**config.mk**
```make
export PLATFORM = sky130hd
export DESIGN_NAME = slowclk_gen
export DESIGN_NICKNAME = d
export VERILOG_FILES = /design/src/rtl/slowclk_pkg.sv /design/src/rtl/slowclk_limit.sv /design/src/rtl/slowclk_seltrack.sv /design/src/rtl/slowclk_toggle.sv /design/src/rtl/slowclk_gen.sv
export SDC_FILE = /design/constraint.sdc
export NUM_CORES = 1
export LEC_CHECK = 0
export BUFFER_PORTS_ARGS = -buffer_cell sky130_fd_sc_hd__buf_2
export CAP_MARGIN = 20
export CORE_AREA = 2 2 64 66
export CTS_CLUSTER_DIAMETER = 200
export DETAILED_ROUTE_END_ITERATION = 16
export DIE_AREA = 0 0 66 68
export PLACE_DENSITY = 0.66
export SYNTH_ARGS = -nofsm -noshare
export SYNTH_HDL_FRONTEND = slang
export SYNTH_SLANG_ARGS = --single-unit
export TNS_END_PERCENT = 10
```
**constraint.sdc**
```tcl
create_clock -name clk -period 3.7 [get_ports clk]
set_clock_uncertainty 0.15 [all_clocks]
set_input_delay 0.37 -clock clk [delete_from_list [all_inputs] [get_ports clk]]
set_output_delay 0.37 -clock clk [all_outputs]
set_load 0.02 [all_outputs]
```
**src/rtl/slowclk_pkg.sv**
```systemverilog
package slowclk_pkg;

    // Width of the rate code and the code that selects manual stepping.
    localparam int SEL_W = 3;
    typedef logic [SEL_W-1:0] sel_t;
    localparam sel_t SEL_MANUAL = sel_t'((1 << SEL_W) - 1);

    // Integer power of ten, used to derive decade division ratios.
    function automatic int pow10(input int k);
        int r;
        r = 1;
        for (int i = 0; i < k; i++) begin
            r = r * 10;
        end
        return r;
    endfunction

endpackage

```
**src/rtl/slowclk_limit.sv**
```systemverilog
// Maps a captured rate code to its half-period length in reference cycles.
module slowclk_limit #(
    parameter int REF_HZ  = 6_000_000,
    parameter int TOP_HZ  = 600_000,
    parameter int NUM_DEC = 6,
    parameter int CNT_W   = 22
) (
    input  logic [slowclk_pkg::SEL_W-1:0] sel,
    output logic [CNT_W-1:0]              half_len
);
    localparam int NUM_CODES = 1 << slowclk_pkg::SEL_W;

    logic [CNT_W-1:0] tab [NUM_CODES];

    for (genvar i = 0; i < NUM_CODES; i++) begin : g_code
        if (i < NUM_DEC) begin : g_decade
            // decade i gives 10**i Hz
            assign tab[i] = CNT_W'(REF_HZ / (2 * slowclk_pkg::pow10(i)));
        end else if (i == NUM_DEC) begin : g_top
            assign tab[i] = CNT_W'(REF_HZ / (2 * TOP_HZ));
        end else begin : g_unused
            // manual and spare codes never run the counter
            assign tab[i] = CNT_W'(1);
        end
    end

    assign half_len = tab[sel];

endmodule

```
**src/rtl/slowclk_seltrack.sv**
```systemverilog
// Captures the rate code and flags the cycle in which it changes.
module slowclk_seltrack (
    input  logic                          clk,
    input  logic                          rst_n,
    input  logic [slowclk_pkg::SEL_W-1:0] sel_in,
    output logic [slowclk_pkg::SEL_W-1:0] sel_q,
    output logic                          sel_chg
);
    typedef struct packed {
        logic [slowclk_pkg::SEL_W-1:0] sel;
    } trk_t;

    trk_t trk_d, trk_q;

    always_comb begin
        trk_d     = trk_q;
        trk_d.sel = sel_in;
    end

    always_ff @(posedge clk) begin
        if (!rst_n) begin
            trk_q <= '0;
        end else begin
            trk_q <= trk_d;
        end
    end

    assign sel_q   = trk_q.sel;
    assign sel_chg = (sel_in != trk_q.sel);

endmodule

```
**src/rtl/slowclk_toggle.sv**
```systemverilog
// Half-period counter, output flip-flop and indicator register.
module slowclk_toggle #(
    parameter int CNT_W = 22
) (
    input  logic             clk,
    input  logic             rst_n,
    input  logic             sel_chg,
    input  logic             manual,
    input  logic [CNT_W-1:0] half_len,
    input  logic             step_pulse,
    output logic             lvl,
    output logic             ind
);
    typedef struct packed {
        logic [CNT_W-1:0] cnt;
        logic             lvl;
        logic             ind;
    } tog_t;

    tog_t st_d, st_q;
    logic at_end;

    assign at_end = (st_q.cnt == half_len - CNT_W'(1));

    always_comb begin
        st_d = st_q;
        if (sel_chg) begin
            // capture cycle: restart, keep level, ignore any press
            st_d.cnt = '0;
        end else if (manual) begin
            st_d.cnt = '0;
            if (step_pulse) begin
                st_d.lvl = ~st_q.lvl;
            end
        end else if (at_end) begin
            st_d.cnt = '0;
            st_d.lvl = ~st_q.lvl;
        end else begin
            st_d.cnt = st_q.cnt + CNT_W'(1);
        end
        st_d.ind = st_d.lvl;
    end

    always_ff @(posedge clk) begin
        if (!rst_n) begin
            st_q <= '0;
        end else begin
            st_q <= st_d;
        end
    end

    assign lvl = st_q.lvl;
    assign ind = st_q.ind;

endmodule

```
**src/rtl/slowclk_gen.sv**
```systemverilog
module slowclk_gen #(
    parameter int REF_HZ  = 6_000_000,
    parameter int TOP_HZ  = 600_000,
    parameter int NUM_DEC = 6
) (
    input  logic                          clk,
    input  logic                          rst_n,
    input  logic [slowclk_pkg::SEL_W-1:0] rate_sel,
    input  logic                          step_pulse,
    output logic                          slow_clk,
    output logic                          slow_led
);
    import slowclk_pkg::*;

    // The slowest rate (1 Hz) sets the counter width.
    localparam int CNT_W = $clog2(REF_HZ / 2 + 1);

    sel_t             sel_q;
    logic             sel_chg;
    logic [CNT_W-1:0] half_len;

    slowclk_seltrack u_trk (
        .clk     (clk),
        .rst_n   (rst_n),
        .sel_in  (rate_sel),
        .sel_q   (sel_q),
        .sel_chg (sel_chg)
    );

    slowclk_limit #(
        .REF_HZ  (REF_HZ),
        .TOP_HZ  (TOP_HZ),
        .NUM_DEC (NUM_DEC),
        .CNT_W   (CNT_W)
    ) u_lim (
        .sel      (sel_q),
        .half_len (half_len)
    );

    slowclk_toggle #(
        .CNT_W (CNT_W)
    ) u_tog (
        .clk        (clk),
        .rst_n      (rst_n),
        .sel_chg    (sel_chg),
        .manual     (sel_q == SEL_MANUAL),
        .half_len   (half_len),
        .step_pulse (step_pulse),
        .lvl        (slow_clk),
        .ind        (slow_led)
    );

endmodule

```
==> metrics.txt, run 1 <==
Worst Tran Pin Value=around 0.92 ns; 1st-iter DRT viols=95; Post-synth EDFFs=0; Seq/Total Area, Yosys=0.2803; Synth area leader=dfxtp_1; post-route insts no fill=roughly 280; Max FO, Critical Path=6; post-cts sizing count=0; DR WL met2=roughly 1.9 mm; Final ANT Viol Nets=0; Power Density=between 200 and 300 nW/um2; HP Class=in2reg; initial antenna violation count=0; top_reg_cell synth=dfxtp_1; most frequent cells in the layout=nor3_1, dfxtp_1, xnor2_1, xor2_1, nand2_1; post-synthesis net count=241; Cell Chain, Critical Path=inv_1 -> ha_1 -> nand2_1 -> ha_1 -> and3b_1 -> or4b_1 -> o221a_2 -> a22oi_4 -> a31oi_1 -> or4b_1; Worst-Skew Late Latency=around 0.27 ns; max cap viols=0; largest net degree at the start of global routing=23; area of the die=roughly 4500 um2; Clock Tree Root=clkbuf_8; share of layout cells above drive strength 1=0.08333; required time worst endpoint=3.71 ns; Worst setup EP type=flip-flop; first-pass GRT wire length=6.906 mm; Mapped Avg Cell Area=approximately 8 um2; gpl congestion=0.8288; CTS tree=yes; share of the synthesized area in the top cell type=0.2803; core area=3856 um2; Synth Register Bits=26; CTS clock-pin slew for the worst setup and hold paths=0.09 ns; total routed wirelength=between 4 and 5 mm; Top Layer Used=met4; Top Ports=8; vias per cell=slightly below 6; total grt overflow=0; post-layout minimum cycle time=2.995 ns; dpl hpwl=2.966 mm; period utilisation layout=0.8094; row cnt=23; Synth Instances=around 230; CP max stage delay=approximately 0.51 ns; Buffers on Ports=7; TritonCTS Buffers=3; ant diodes=0; Worst Setup Slack, final=slightly above 0.7 ns; Cells after DPL=approximately 270; DR vias=approximately 1.6k; Met1 Routed Length=around 1.9 mm; Data arrival, critical path=3.00 ns; P_leak=between 0.6 and 0.7 nW; Layout area overhead=6.267%; Distinct cells, synth=47; H-tree Lvls=1; largest cells by area after synthesis=dfxtp_1, nor3_1, xnor2_1; Post-synth ARST share=0; number of global-route vias before repair=1394; Place WS=0.7341 ns; total power=0.0005434 W; setup TNS=0 ns; drt first pass iters=4; Final setup viols=0; CP Class=reg2reg; die extent in x=around 66 um; gr usage total=0.1987; WL met3=209 um; Peak Freq=roughly 0.33 GHz; Yosys warnings=0; Peak VDD IR=about 0.00015 V; Slew headroom=0.3842; CTS Buffer Depth=2; slowest CP cell=or4b_1; commonest non-fill, non-tap cell in the layout=nor3_1; outcome=finished, final reports clean; Layout Nets=approximately 240; post-CTS setup buffer count=0; mapped cell area=between 1500 and 2000 um2; Die Y=68 um; fin. max-slew vios=0; initial core utilization=0.4815; post-route DRC violation count=0; WL per Instance=14.41 um; Sink Count=26; Hold Fails Final Rpt=0; RSZ-0062 raised after global routing=no; Worst setup SP type=flip-flop; Hold-fix buffers, CTS=0
final timing paths:
kind                            slack (ns)  depth (start not counted)                         to                       from
worst max-delay path                  0.71                         10     u_tog.ind$_SDFFE_PN0P_  u_trk.sel_q[1]$_SDFF_PN0_
worst min-delay path                  0.17                          2  u_trk.sel_q[2]$_SDFF_PN0_                rate_sel[2]
worst max register to register        0.71                         10     u_tog.ind$_SDFFE_PN0P_  u_trk.sel_q[1]$_SDFF_PN0_
worst min register to register        0.38                          1   u_tog.st_q[2]$_SDFF_PP0_   u_tog.st_q[2]$_SDFF_PP0_
report_power, final:
part,switching [W],internal (W)
clock,0.0000914,0.0000952
combinational,0.0000416,0.0000292
sequential,0.00000373,0.000282
cells in the mapped netlist (5+ instances only):
master	number
nand4_1	11
o21ai_0	5
xor2_1	14
nand3_1	11
buf_2	5
inv_1	8
nor3b_1	5
clkbuf_1	6
and4_1	5
nor3_1	30
dfxtp_1	26
xnor2_1	17
nand2_1	12
nor2b_1	7
nor2_1	10
ha_1	9
sequential cells by signal, summed over array words and instances, names as in the netlist:
register,count
u_tog.st_q,22
u_trk.sel_q,3
u_tog.ind,1
through the flow:
stage | cell area, um2 | util | hold WS, ns
global placement | 1918 | 0.4974 | 0.3662
global route | 1973 | 0.5117 | 0.1672
detailed placement | 1918 | 0.4974 | 0.3676
floorplan | 1857 | - | 0.3189
finish | 1973 | 0.5117 | 0.1701
CTS | 1973 | 0.5117 | 0.1633
worst max-delay path, delay by kind of cell (launching register included):
family                   cells  cell delay [ns]
adder cells (fa/ha/maj)      2             0.51
buffers and inverters        1             0.17
AO/OA/AOI/OAI                3             0.40
AND/OR/NAND/NOR              4             1.34
flip-flops                   1             0.32
layout make-up:
class	count	area [um2]
multi-input cells	179	1240
well taps	50	62.56
clock buffers	4	55.05
repair buffers	11	65.06
inverters	8	30.03
fillers	388	1883
flip-flops and latches	26	520.5
cells by family (layout without fill, tap and decap cells):
group / count (synthesis) / in the layout / share of synthesized area
flops: 26 / 26 / 0.2803
mux: 1 / 1 / 0.005391
buf+inv: 21 / 23 / 0.05189
compound gates: 23 / 23 / 0.1004
simple gates: 115 / 115 / 0.3551
fa+ha+maj: 9 / 9 / 0.06065
xor+xnor: 31 / 31 / 0.1462
metal layers:
metal / global-route usage / vias to the layer above
li1: - / 815
met1: 0.2894 / 744
met2: 0.3131 / 50
met3: 0.02467 / 2
met4: 0.04592 / 0
met5: 0 / -
Power figures use the tool's default switching activity.
==> run 2, diff against run 1 <==
--- a/config.mk
+++ b/config.mk
@@ -11,7 +11,7 @@
 export CTS_CLUSTER_DIAMETER = 200
 export DETAILED_ROUTE_END_ITERATION = 16
 export DIE_AREA = 0 0 66 68
-export PLACE_DENSITY = 0.66
+export PLACE_DENSITY = 0.68
 export SYNTH_ARGS = -nofsm -noshare
 export SYNTH_HDL_FRONTEND = slang
 export SYNTH_SLANG_ARGS = --single-unit
==> constraint.sdc (replaced) <==
create_clock -name clk -period 2.5 [get_ports clk]
set_clock_uncertainty 0.15 [all_clocks]
set_input_delay 0.25 -clock clk [delete_from_list [all_inputs] [get_ports clk]]
set_output_delay 0.25 -clock clk [all_outputs]
set_load 0.02 [all_outputs]
==> metrics.txt, run 2 (synthesized netlist as in run 1, its figures left out) <==
gr usage total=0.2183 (+0.01967); total grt overflow=0 (unchanged); post-layout minimum cycle time=2.608 ns (-0.3868 ns); die extent in x=66 um (unchanged); Final setup viols=23 (+23); vias per cell=5.669 (-2.2%); Layout area overhead=26.82%; post-layout util=0.6106 (+0.09896); H-tree Lvls=1 (unchanged); fin. max-slew vios=0 (unchanged); required time worst endpoint=2.51 ns (-1.20 ns); post-route cell area=2355 um2 (+19%); post-route DRC violation count=0 (unchanged); Cell Chain, Critical Path=inv_4 -> ha_4 -> nand2_4 -> ha_4 -> and3b_2 -> buf_4 -> or3_1 -> nand4_1 -> a22oi_4 -> buf_4 -> nand4_1 -> or4b_1; Peak Freq=0.3835 GHz (+15%); 1st-iter DRT viols=99 (+4.2%); most frequent cells in the layout=nor3_1, buf_4, dfxtp_1, xnor2_1, xor2_1; HP Class=in2reg; initial antenna violation count=0 (unchanged); Top Ports=8 (unchanged); largest net degree at the start of global routing=23 (unchanged); RSZ-0062 raised after global routing=yes; commonest non-fill, non-tap cell in the layout=nor3_1; Worst Setup Slack, final=-0.1078 ns (-0.8132 ns); Hold Fails Final Rpt=0 (unchanged); TritonCTS Buffers=3 (unchanged); Reg with most FFs=u_tog.st_q; CP Class=reg2reg; Final ANT Viol Nets=0 (unchanged); Power Density=380.0 nW/um2 (+38%); Worst setup EP type=flip-flop; outcome=finished, violations left; CTS Buffer Depth=2 (unchanged); Worst-Skew Late Latency=0.27 ns (about the same); CTS tree=yes; initial core utilization=0.4815 (unchanged); area of the die=4488 um2 (unchanged); failing checks=setup timing; Clock Tree Root=clkbuf_8; period utilisation layout=1.043 (+0.2338); Slew headroom=0.7443 (+0.3601); total routed wirelength=4.727 mm (+18%); Worst Tran Pin Value=0.3806 ns (-0.5405 ns); CTS clock-pin slew for the worst setup and hold paths=0.09 ns (about the same); Layout Nets=268 (+9.8%); Hold-fix buffers, CTS=0 (unchanged); Place WS=-0.2081 ns (-0.9422 ns); Max FO, Critical Path=5 (-1); Data arrival, critical path=2.61 ns (-0.39 ns); row cnt=23 (unchanged); drt first pass iters=4 (unchanged); CP max stage delay=0.42 ns (-0.09 ns); share of layout cells above drive strength 1=0.2698 (+0.1865); first-pass GRT wire length=7.562 mm (+9.5%); Peak VDD IR=0.0001972 V (+27%); dpl hpwl=3.232 mm (+9.0%); number of global-route vias before repair=1576 (+13%); P_leak=0.8552 nW (+25%); DR vias=1712 (+6.3%); Buffers on Ports=7 (unchanged); hold slack=0.04906 ns (-0.1210 ns); max cap viols=0 (unchanged); core area=3856 um2 (unchanged); Sink Count=26 (unchanged); ant diodes=0 (unchanged); Die Y=68 um (unchanged); slowest CP cell=or4b_1; WL per Instance=15.65 um (+8.6%); gpl congestion=0.8190 (-1.2%); max reg flops=22 (unchanged); placed cell area=2107 um2 (+9.8%); setup TNS=-1.791 ns (-1.791 ns); Worst setup SP type=flip-flop
-- run 2: final timing paths --
kind | from | to | slack [ns] | cells after the start
worst max-delay path | u_trk.sel_q[1]$_SDFF_PN0_ | u_tog.ind$_SDFFE_PN0P_ | -0.11 | 12
worst min-delay path | rate_sel[1] | u_trk.sel_q[1]$_SDFF_PN0_ | 0.05 | 2
worst max register to register | u_trk.sel_q[1]$_SDFF_PN0_ | u_tog.ind$_SDFFE_PN0P_ | -0.11 | 12
worst min register to register | u_tog.st_q[2]$_SDFF_PP0_ | u_tog.st_q[2]$_SDFF_PP0_ | 0.37 | 1
-- run 2: critical path: cells and delay by family (launching register included) --
| family | cells | cell delay (ns) |
|---|---|---|
| AO/OA/AOI/OAI | 1 | 0.07 |
| adder cells (fa/ha/maj) | 2 | 0.30 |
| buffers and inverters | 3 | 0.38 |
| flip-flops | 1 | 0.38 |
| AND/OR/NAND/NOR | 6 | 1.22 |
-- run 2: timing repair --
item / 4_1_cts / 5_1_grt
cloned: 1 / 0
endpoints found under the setup margin: 23 / 23
setup buffers: 1 / 3
pin swaps: 6 / 12
gates resized for setup: 12 / 21
-- run 2: routing by layer --
layer | part of all wire | global-route usage
met5 | 0 | 0
met1 | 0.45 | 0.2955
met4 | 0.023 | 0.07398
met2 | 0.48 | 0.3636
met3 | 0.049 | 0.02467
-- run 2: final cells by class --
class | instances | area (um2)
Tap cell | 50 | 62.56
Sequential cell | 26 | 529.3
Timing Repair Buffer | 35 | 264.0
Clock buffer | 4 | 66.31
Inverter | 8 | 32.53
Multi-Input combinational cell | 179 | 1400
Fill cell | 332 | 1501
-- run 2: through the flow --
step	cells	power, W
detailed placement	294	0.0005664
finish	302	0.0008949
floorplan	226	0.0005219
global route	302	0.0009334
global placement	294	0.0005658
CTS	300	0.0008887
-- run 2: where the power goes --
group | internal, W | leakage (nW) | switching, W
sequential | 0.000417 | 0.212 | 0.00000673
clock | 0.000174 | 0.0339 | 0.000138
combinational | 0.0000773 | 0.610 | 0.0000813
